### src/rtl/rename_map.sv
module rename_map #(
  parameter int NARCH = 8,
  parameter int NPHYS = 16,
  parameter int CNTW  = 4,
  localparam int AW = $clog2(NARCH),
  localparam int PW = $clog2(NPHYS)
) (
  input  logic          clk,
  input  logic          rst_n,
  input  logic          req_valid,
  input  logic [AW-1:0] req_src0,
  input  logic [AW-1:0] req_src1,
  input  logic [AW-1:0] req_dst,
  output logic          stall,
  output logic          rsp_valid,
  output logic [PW-1:0] rsp_psrc0,
  output logic [PW-1:0] rsp_psrc1,
  output logic [PW-1:0] rsp_pdst,
  input  logic          done_valid,
  input  logic [PW-1:0] done_preg
);

  logic [PW-1:0]   map_q [NARCH];
  logic [CNTW-1:0] cnt_q [NPHYS];
  logic [CNTW-1:0] cnt_d [NPHYS];
  logic [NPHYS-1:0] free_q, sup_q, live, reclaim, alloc_oh, old_oh;
  logic [PW-1:0] alloc, ps0, ps1, pold;
  logic fire;

  assign stall = ~|free_q;
  assign fire  = req_valid & ~stall;
  assign ps0   = map_q[req_src0];
  assign ps1   = map_q[req_src1];
  assign pold  = map_q[req_dst];

  always_comb begin
    alloc = '0;
    for (int p = NPHYS - 1; p >= 0; p--)
      if (free_q[p]) alloc = PW'(p);
  end

  always_comb begin
    for (int p = 0; p < NPHYS; p++) begin
      logic [1:0] inc;
      logic       dec;
      inc = 2'(fire && ps0 == PW'(p)) + 2'(fire && ps1 == PW'(p));
      dec = done_valid && done_preg == PW'(p);
      cnt_d[p]    = cnt_q[p] + CNTW'(inc) - CNTW'(dec);
      live[p]     = cnt_q[p] != '0;
      alloc_oh[p] = fire && alloc == PW'(p);
      old_oh[p]   = fire && pold == PW'(p);
    end
  end

  assign reclaim = sup_q & ~live;

  always_ff @(posedge clk) begin
    if (!rst_n) begin
      for (int i = 0; i < NARCH; i++) map_q[i] <= PW'(i);
      for (int p = 0; p < NPHYS; p++) begin
        cnt_q[p]  <= '0;
        free_q[p] <= p >= NARCH;
      end
      sup_q     <= '0;
      rsp_valid <= 1'b0;
      rsp_psrc0 <= '0;
      rsp_psrc1 <= '0;
      rsp_pdst  <= '0;
    end else begin
      rsp_valid <= fire;
      if (fire) begin
        rsp_psrc0      <= ps0;
        rsp_psrc1      <= ps1;
        rsp_pdst       <= alloc;
        map_q[req_dst] <= alloc;
      end
      for (int p = 0; p < NPHYS; p++) cnt_q[p] <= cnt_d[p];
      free_q <= (free_q | reclaim) & ~alloc_oh;
      sup_q  <= (sup_q & ~reclaim) | old_oh;
    end
  end

endmodule

### config.mk
export PLATFORM = sky130hd
export DESIGN_NAME = rename_map
export DESIGN_NICKNAME = d
export VERILOG_FILES = /design/src/rtl/rename_map.sv
export SDC_FILE = /design/constraint.sdc
export NUM_CORES = 1
export LEC_CHECK = 0
export ABC_AREA = 1
export CAP_MARGIN = 20
export CORE_ASPECT_RATIO = 1.25
export CORE_MARGIN = 4
export CORE_UTILIZATION = 40
export DETAILED_ROUTE_END_ITERATION = 8
export SYNTH_ARGS = -nofsm -noshare
export SYNTH_HDL_FRONTEND = slang
export SYNTH_SLANG_ARGS = --single-unit
### constraint.sdc
create_clock -name clk -period 4.5 [get_ports clk]
set_clock_uncertainty 0.1 [all_clocks]
set_input_delay 0.9 -clock clk [delete_from_list [all_inputs] [get_ports clk]]
set_output_delay 0.9 -clock clk [all_outputs]
set_load 0.05 [all_outputs]
# [Yosys cells after proc, flatten, opt, wreduce, memory -nomap -nowiden]
# Memories as Yosys holds them, arrays and structs flattened.
# Index checks and enable logic that the tools add are counted.
# Widths: inputs -> output; s select.
[word_totals] rom_bits=0 n_memories=2 latch_bits=0 inputBits=17 reg_bits=45 ram_bits=96 word_cells=300
[op_classes] eq_ne=75 n_shift=0 div=0 n_lt_le_gt_ge=0 bitwise_logic=25 addsub=48 mul=0 muxes=40 reduce_logical=104
[mem_list] name="cnt_q" depth=16 word_bits=4 read_ports=16 rd_ports_with_merged_regs=0 write_ports=16 line="24" text="logic [CNTW-1:0] cnt_q [NPHYS];"
[mem_list] name="map_q" depth=8 word_bits=4 read_ports=3 rd_ports_with_merged_regs=0 write_ports=8 line="23" text="logic [PW-1:0] map_q [NARCH];"
[ops] cell="$eq 4x4->1 const B" n=40
[ops] cell="$mux 4" n=33
[ops] cell="$eq 4x3->1 const B" n=20
[ops] cell="$logic_and 1x1->1" n=80
[ops] cell="$add 4x2->4" n=16
[ops] cell="$reduce_bool 4->1" n=16
[ops] cell="$sub 4x1->4" n=16
[ops] cell="$and 16x16->16" n=3
[ops] cell="$not 16->16" n=3
[ops] cell="$eq 4x2->1 const B" n=10
[ops] cell="$add 1x1->2" n=16
[ops] cell="$or 16x16->16" n=2
[ops] cell="$eq 4x1->1 const B" n=5
[ops] cell="$logic_not 4->1" n=5
[ops] cell="$or 1x1->1" n=16
[ops] cell="$reduce_or 16->1" n=1
[ops] cell="$mux 1" n=6
[ops] cell="$reduce_or 4->1" n=1
[ops] cell="$mux 3" n=1
[ops] cell="$and 1x1->1" n=1
[ops] cell="$logic_not 1->1" n=1

# [Longest topological paths before layout]
# Gate-level depths: netlist of the first run.
[logic_depth] ltp_word=20 ltp_mapped=20 ltp_nobuf=19

# [Worst setup path before layout of the first run]
# OpenSTA, ideal clock, no wires.
[synth_timing] kind="input port to flip-flop" start="in req_src1[0]" end="mem cnt_q[5][2], in the netlist cnt_q[0][22]" slack_ns=1.054 cell_stages=17 t_arrival_ns=3.218 setup_time_ns=0.128 path_cell_list="inv_1 buf_2 nor2_1 o21ai_1 inv_1 o21ai_1 inv_1 nor2_1 inv_1 nor2_1 nand2_1 ha_1 inv_1 fa_1 fa_1 xnor2_1 nor2_1"
[synth_rtl] element="from (decl)" line="12" text="input logic [AW-1:0] req_src1,"
[synth_rtl] element="to (decl)" line="24"

==> impl_summary.txt, run 1 <==
----------------------------------------------------
[CTS]
  Hold-fix buffers, CTS ... 0
  # resized after CTS ... 0
  H-tree depth ... 4
  Setup bufs post-CTS ... 0
  Root buf cell ... sky130_fd_sc_hd__clkbuf_16
  Clock insertion delay at the later pin of the skew report ... roughly 0.43 ns
  Num Clock Sinks ... around 140
  Clk buf depth ... 2
  Clock tree from TritonCTS ... built
  Clock transition at the registers of the reported paths ... ~0.06 ns
  Number of buffers created by CTS ... 17

[Global route]
  GRT Residual Overflow ... 0
  First-pass GRT wire length ... 36.1 mm
  Overall Global Routing Usage ... just under 20%
  Largest net degree at the start of global routing ... 73
  Antenna violations before repair ... 0
  Number of global-route vias before repair ... 7036

[Placed design]
  Weighted congestion reported at the end of routability-driven placement ... between 0.9 and 1
  IO Port Bufs ... 30
  Detailed-placement wirelength estimate ... about 17 mm
  Post-placement cell area ... 0.00916 mm^2

[Setup path]
  Worst path arrival time ... about 4.3 ns
  Category of the critical setup timing path ... in -> reg
  Critical path launch point type ... input port
  Crit-path leading delay family ... adder cells
  Worst path bufs/invs ... 5
  Largest fanout on the critical path ... 12
  Most frequent cell on the critical path ... sky130_fd_sc_hd__inv_1
  Slowest-stage cell, CP ... sky130_fd_sc_hd__clkdlybuf4s50_1
  Element type at the critical path end ... register
  Crit-path max cell delay ... 0.74 ns
  CP Data Required Time ... approximately 4.7 ns
  Critical-path cell list ... clkdlybuf4s50_1, o21ai_0, o21ai_1, inv_1, o21ai_1, inv_1, nor2_1, inv_1, nor2_1, nand2_1, ha_1, inv_1, fa_1, fa_1, xnor2_1, nor2_1

[Finish]
  Signed area change from the synthesized netlist to the final layout ... 15.5%
  Inserted Diodes ... 0
  Share of layout cells above drive strength 1 ... a little under 8%
  Final standard cell area without fillers ... around 0.0098 mm^2
  Net count of the finished layout ... 1256
  Fill count ... just over 2000

[Synth]
  Synth top area share ... between 20 and 30%
  Synthesized netlist cell count ... around 1100
  Mapped cell area ... between 0.008 and 0.009 mm^2
  Post-synth top area cell ... sky130_fd_sc_hd__dfxtp_1
  Main area contributors after synthesis ... sky130_fd_sc_hd__dfxtp_1 (26%), sky130_fd_sc_hd__edfxtp_1 (11%), sky130_fd_sc_hd__ha_1 (9.4%)
  Most used flip-flop cell after synthesis ... sky130_fd_sc_hd__dfxtp_1
  Share of flip-flops with an asynchronous set or reset ... 0%
  Count of flip-flops with a built-in enable after synthesis ... 32
  Count of different cell masters after synthesis ... 33
  Number of warnings reported in the yosys synthesis log ... 0
  Post-synthesis sequential area ratio ... roughly 37%
  Net count of the mapped netlist ... ~1200
  Average size of a mapped cell ... 7.71 um^2
  Number of synthesized register bits ... around 140

[Pwr]
  Pleak ... 0.00451 uW
  Highest ir drop seen on vdd ... around 0.26 mV
  Power density over cell area ... between 300 and 400 mW/mm^2

[Floorplanning]
  Die W ... about 140 um
  I/O pin count ... 31
  Chip Height ... roughly 170 um
  Initial core utilization ... 40.7%
  Number of standard-cell rows in the floorplan ... 59
  Die area ... about 0.024 mm^2
  CORE AREA ... 0.0208 mm^2

[Timing]
  Setup repair after global routing missed its margin ... false
  Min Tclk post-route ... around 4 ns
  Achievable frequency ... 247 MHz
  Total Negative Setup Slacks ... 0 ns
  Count of final hold-check violations ... 0
  Final-report max-slew violation count ... 0
  Slew @ Worst Pin ... approximately 0.9 ns
  Final critical-path share of the clock period ... 90.1%
  Headroom to the max-slew limit ... about two fifths
  Total setup violations reported at the end of the flow ... 0

[Detailed routing]
  Routed length per instance ... 15.5 um
  Count of nets left with antenna violations after detail routing ... 0
  Number of detailed-routing iterations run before antenna repair ... 7
  Total via count in the routed design ... slightly above 7000
  Vias per std cell ... 4.92
  Detailed-route DRC error count ... 0
  Count of routing violations after the opening detailed-route iteration ... approximately 430
  Sum of routed wire length over all layers ... around 22 mm

[Hold path]
  Path category of the worst min-delay check ... reg -> reg

[Job]
  # Max-Cap Violations ... 0

[Status]
  Status ... finished clean

----------------------------------------------------
registers in the layout, indices dropped and copies added (netlist names):
signal     cells
map_q         32
free_q        16
sup_q         16
cnt_q         64
rsp_psrc1      4
rsp_psrc0      4
rsp_valid      1
rsp_pdst       4
worst paths after layout:
check                           slack (ns)  depth (start not counted)   startpoint            to
worst max register to register        1.23                         17   free_q[15]   cnt_q[1][2]
worst min-delay path                  0.36                          2    sup_q[11]     sup_q[11]
worst min register to register        0.36                          2    sup_q[11]     sup_q[11]
worst max-delay path                  0.45                         16  req_src1[1]  cnt_q[0][22]
cells by family after synthesis:
logic type	synth area share, %
AND/OR/NAND/NOR	20.1
buffers and inverters	11.5
flip-flops	37.1
adder cells (fa/ha/maj)	17.0
AO/OA/AOI/OAI	12.7
XOR/XNOR	1.65
power breakdown:
| part | leakage [uW] | internal (uW) | switching [uW] |
|---|---|---|---|
| combinational | 0.00302 | 281 | 498 |
| clock | 0.000308 | 929 | 573 |
| sequential | 0.00118 | 1400 | 49.6 |
tightest hold or removal path, cell delays in order (launching register included):
cell                      delay, ns
sky130_fd_sc_hd__dfxtp_1       0.31
sky130_fd_sc_hd__nand2_1       0.06
sky130_fd_sc_hd__a21oi_1       0.05
cell usage after synthesis (8+ instances only):
cell / number
sky130_fd_sc_hd__inv_1: 205
sky130_fd_sc_hd__nand2_1: 171
sky130_fd_sc_hd__a21oi_1: 89
sky130_fd_sc_hd__clkbuf_1: 8
sky130_fd_sc_hd__nand4_1: 21
sky130_fd_sc_hd__nor2_1: 132
sky130_fd_sc_hd__inv_2: 14
sky130_fd_sc_hd__dfxtp_1: 109
sky130_fd_sc_hd__o21ai_0: 59
sky130_fd_sc_hd__edfxtp_1: 32
sky130_fd_sc_hd__nand3_1: 51
sky130_fd_sc_hd__o211ai_1: 8
sky130_fd_sc_hd__a21o_1: 14
sky130_fd_sc_hd__fa_1: 32
sky130_fd_sc_hd__ha_1: 64
sky130_fd_sc_hd__o21ai_1: 19
sky130_fd_sc_hd__buf_2: 10
sky130_fd_sc_hd__xnor2_1: 16
sky130_fd_sc_hd__nand2_2: 8
layout by cell type, fill, tap and decap left out, types with 2 or more instances in the layout:
master,n
sky130_fd_sc_hd__ha_1,64
sky130_fd_sc_hd__a21o_1,14
sky130_fd_sc_hd__buf_4,23
sky130_fd_sc_hd__o21ai_1,19
sky130_fd_sc_hd__o21ai_2,3
sky130_fd_sc_hd__inv_1,205
sky130_fd_sc_hd__clkinv_1,2
sky130_fd_sc_hd__nor2_1,132
sky130_fd_sc_hd__clkdlybuf4s50_1,29
sky130_fd_sc_hd__nor3_1,6
sky130_fd_sc_hd__nand2_1,171
sky130_fd_sc_hd__a21oi_1,89
sky130_fd_sc_hd__dfxtp_1,109
sky130_fd_sc_hd__nand4_1,21
sky130_fd_sc_hd__xnor2_1,16
sky130_fd_sc_hd__nor2_4,2
sky130_fd_sc_hd__a211oi_1,3
sky130_fd_sc_hd__nand2_2,8
sky130_fd_sc_hd__fa_1,32
sky130_fd_sc_hd__inv_2,14
sky130_fd_sc_hd__o211ai_1,8
sky130_fd_sc_hd__nor2_2,5
sky130_fd_sc_hd__edfxtp_1,32
sky130_fd_sc_hd__bufinv_16,3
sky130_fd_sc_hd__o21ai_0,59
sky130_fd_sc_hd__clkinv_4,3
sky130_fd_sc_hd__clkbuf_16,18
sky130_fd_sc_hd__nand3_1,51
metal layers:
layer  up-vias  part of all wire (%)  global-route usage, %
li1       3599                     -                      -
met1      3241                    43                   23.2
met2       162                    50                   34.9
met3        40                   3.6                   3.21
met4         0                   3.2                   7.48
met5         -                     0                      0
cell type report:
type / count / area (um^2) / area share [%]
Clock buffer: 21 / 473 / 4.83
Clock inverter: 11 / 155 / 1.58
Inverter: 221 / 830 / 8.47
Multi-Input combinational cell: 708 / 4360 / 44.5
Sequential cell: 141 / 3140 / 32.1
Tap cell: 274 / 343 / 3.50
Timing Repair Buffer: 54 / 488 / 4.98
per-stage QoR:
step | cells | hold slack (ns) | util, % | setup slack (ns) | power (uW)
after global placement | 1398 | 0.351 | 44.0 | 0.0885 | 2240
after global routing | 1430 | 0.382 | 47.0 | 0.210 | 3940
after CTS | 1430 | 0.364 | 47.0 | 0.492 | 3760
final | 1430 | 0.363 | 47.0 | 0.447 | 3730
after detailed placement | 1398 | 0.354 | 44.0 | 0.0553 | 2260
after floorplan | 1099 | 0.343 | - | 1.05 | 2030
No activity file was read; power rests on OpenSTA's default activity.
==> run 2: changes to the inputs <==
CTS_BUF_LIST = sky130_fd_sc_hd__clkbuf_8   (was unset)
==> impl_summary.txt, run 2 (synthesized netlist as in run 1, its figures left out) <==
----------------------------------------------------
[Detailed routing]
  Count of routing violations after the opening detailed-route iteration ... 393 (-7.5%)
  Vias per std cell ... 4.93 (+0.11%)
  Detailed-route DRC error count ... 0 (unchanged)
  Routed length on met2 ... 11.1 mm (about the same)
  Highest routed metal layer ... met4
  Met3 routed wirelength ... 699 um (-12%)
  Sum of routed wire length over all layers ... 22.2 mm (about the same)
  DRT met1 WL ... 9.67 mm (+1.1%)
  Number of detailed-routing iterations run before antenna repair ... 6 (-1)
  Routed length per instance ... 15.5 um (about the same)
  Total via count in the routed design ... 7050 (+0.11%)
  Count of nets left with antenna violations after detail routing ... 0 (unchanged)

[Job]
  # Max-Cap Violations ... 0 (unchanged)

[Placed design]
  Post-placement cell area ... 0.00916 mm^2 (unchanged)
  Worst setup slack before clock tree synthesis ... 0.0553 ns (unchanged)
  IO Port Bufs ... 30 (unchanged)
  Weighted congestion reported at the end of routability-driven placement ... 0.909 (unchanged)
  Detailed-placement wirelength estimate ... 17.0 mm (unchanged)

[Pwr]
  Highest ir drop seen on vdd ... 0.190 mV (-26%)
  Power density over cell area ... 351 mW/mm^2 (-7.9%)
  Total power after layout ... 3370 uW (-9.7%)
  Pleak ... 0.00443 uW (-1.8%)

[Hold path]
  Path category of the worst min-delay check ... reg -> reg

[CTS]
  Number of buffers created by CTS ... 17 (unchanged)
  Clk buf depth ... 2 (unchanged)
  H-tree depth ... 4 (unchanged)
  Num Clock Sinks ... 141 (unchanged)
  Hold-fix buffers, CTS ... 0 (unchanged)
  # resized after CTS ... 0 (unchanged)
  Root buf cell ... sky130_fd_sc_hd__clkbuf_8
  Setup bufs post-CTS ... 0 (unchanged)
  Clock transition at the registers of the reported paths ... 0.08 ns (+0.02 ns)
  Clock tree from TritonCTS ... built
  Clock insertion delay at the later pin of the skew report ... 0.45 ns (+0.02 ns)

[Finish]
  Net count of the finished layout ... 1256 (unchanged)
  Most frequent standard cell in the layout excluding fill and tap cells ... sky130_fd_sc_hd__inv_1
  Inserted Diodes ... 0 (unchanged)
  Share of layout cells above drive strength 1 ... 7.87% (-0.087 points)
  Signed area change from the synthesized netlist to the final layout ... 13.3%
  Fill count ... 2089 (+1.7%)
  Max FFs per register ... 64 (unchanged)
  Largest registers in the final layout ... cnt_q x64, map_q x32
  Largest reg by FF count ... cnt_q
  Final standard cell area without fillers ... 0.00960 mm^2 (-1.9%)
  Commonest cells after routing, fill and taps aside ... sky130_fd_sc_hd__inv_1 (207), sky130_fd_sc_hd__nand2_1 (171), sky130_fd_sc_hd__nor2_1 (132)

[Global route]
  GRT Residual Overflow ... 0 (unchanged)
  Antenna violations before repair ... 0 (unchanged)
  Largest net degree at the start of global routing ... 73 (unchanged)
  First-pass GRT wire length ... 36.1 mm (about the same)
  Overall Global Routing Usage ... 19.4% (about the same)
  Number of global-route vias before repair ... 7046 (+0.14%)

[Timing]
  Total setup violations reported at the end of the flow ... 0 (unchanged)
  Achievable frequency ... 249 MHz (+0.80%)
  Final-report max-slew violation count ... 0 (unchanged)
  Headroom to the max-slew limit ... 40.5% (about the same)
  Setup repair after global routing missed its margin ... false
  Total Negative Setup Slacks ... 0 ns (unchanged)
  Final setup slack of the worst path ... 0.479 ns (+0.0322 ns)
  Final critical-path share of the clock period ... 89.4% (-0.72 points)
  Min Tclk post-route ... 4.02 ns (-0.0322 ns)
  Count of final hold-check violations ... 0 (unchanged)
  Slew @ Worst Pin ... 0.890 ns (-0.000592 ns)

[Setup path]
  Worst path arrival time ... 4.25 ns (about the same)
  Category of the critical setup timing path ... in -> reg
  Element type at the critical path end ... register
  Largest fanout on the critical path ... 12 (unchanged)
  Critical path launch point type ... input port
  Last element of the critical path ... cnt_q[0][22]
  Worst reg2reg endpoint ... cnt_q[1][2]
  R2R depth ... 17 (unchanged)
  Startpoint of the worst-slack reg-to-reg timing path ... free_q[15]
  Launching instance or port of the critical path ... req_src1[1]
  CP Data Required Time ... 4.72 ns (+0.02 ns)
  Reg-to-reg slack, setup ... 1.21 ns (-0.02 ns)

[Floorplanning]
  I/O pin count ... 31 (unchanged)
  Initial core utilization ... 40.7% (unchanged)
  CORE AREA ... 0.0208 mm^2 (unchanged)
  Die W ... 138 um (unchanged)
  Chip Height ... 171 um (unchanged)
  Die area ... 0.0236 mm^2 (unchanged)
  Number of standard-cell rows in the floorplan ... 59 (unchanged)

[Status]
  Status ... finished clean

----------------------------------------------------
==> run 2: cell types whose count changed in the layout (fill, tap and decap cells not counted), sizes merged <==
cell    change
bufinv      +1
clkbuf      -3
inv         +2
==> run 2: worst max-delay path: stages <==
cell and delay, ns:
sky130_fd_sc_hd__clkdlybuf4s50_1 0.73, sky130_fd_sc_hd__o21ai_0 0.16, sky130_fd_sc_hd__o21ai_1 0.14, sky130_fd_sc_hd__inv_1 0.05, sky130_fd_sc_hd__o21ai_1 0.27, sky130_fd_sc_hd__inv_1 0.07
sky130_fd_sc_hd__nor2_1 0.10, sky130_fd_sc_hd__inv_1 0.06, sky130_fd_sc_hd__nor2_1 0.24, sky130_fd_sc_hd__nand2_1 0.10, sky130_fd_sc_hd__ha_1 0.28, sky130_fd_sc_hd__inv_1 0.05
sky130_fd_sc_hd__fa_1 0.43, sky130_fd_sc_hd__fa_1 0.40, sky130_fd_sc_hd__xnor2_1 0.20, sky130_fd_sc_hd__nor2_1 0.06
==> run 2: layout make-up <==
| class | count | area, um^2 | share of cell area (%) |
|---|---|---|---|
| clock buffers | 18 | 248 | 2.58 |
| clock inverters | 14 | 193 | 2.01 |
| inverters | 221 | 830 | 8.64 |
| multi-input cells | 708 | 4360 | 45.4 |
| flip-flops and latches | 141 | 3140 | 32.7 |
| well taps | 274 | 343 | 3.57 |
| repair buffers | 54 | 488 | 5.08 |
==> run 2: metal layers <==
| layer | vias up | track usage (%) |
|---|---|---|
| met4 | 0 | 7.22 |
| met3 | 39 | 3.41 |
| li1 | 3593 | - |
| met2 | 156 | 35.0 |
| met5 | - | 0 |
| met1 | 3262 | 23.1 |
==> run 2: how the worst min path moves through the flow <==
stage | depth (start not counted) | start | to
finish | 2 | sup_q[13] | sup_q[13]
global route | 2 | sup_q[11] | sup_q[11]
CTS | 2 | sup_q[11] | sup_q[11]
detailed placement | 2 | sup_q[11] | sup_q[11]
global placement | 2 | sup_q[10] | sup_q[10]
floorplan | 2 | sup_q[15] | sup_q[15]
==> run 2: where the power goes <==
group / internal [uW] / switching, uW / total, uW / leakage [uW]
Sequential: 1400 / 50.0 / 1450 / 0.00118
Clock: 622 / 519 / 1140 / 0.000228
Combinational: 282 / 499 / 781 / 0.00302
Total: 2300 / 1070 / 3370 / 0.00443
==> run 2: through the flow <==
step                hold WS [ns]  std cells  util (%)
floorplan                  0.343       1099         -
global route               0.385       1430      46.1
finish                     0.367       1430      46.1
CTS                        0.366       1430      46.1
global placement           0.351       1398      44.0
detailed placement         0.354       1398      44.0
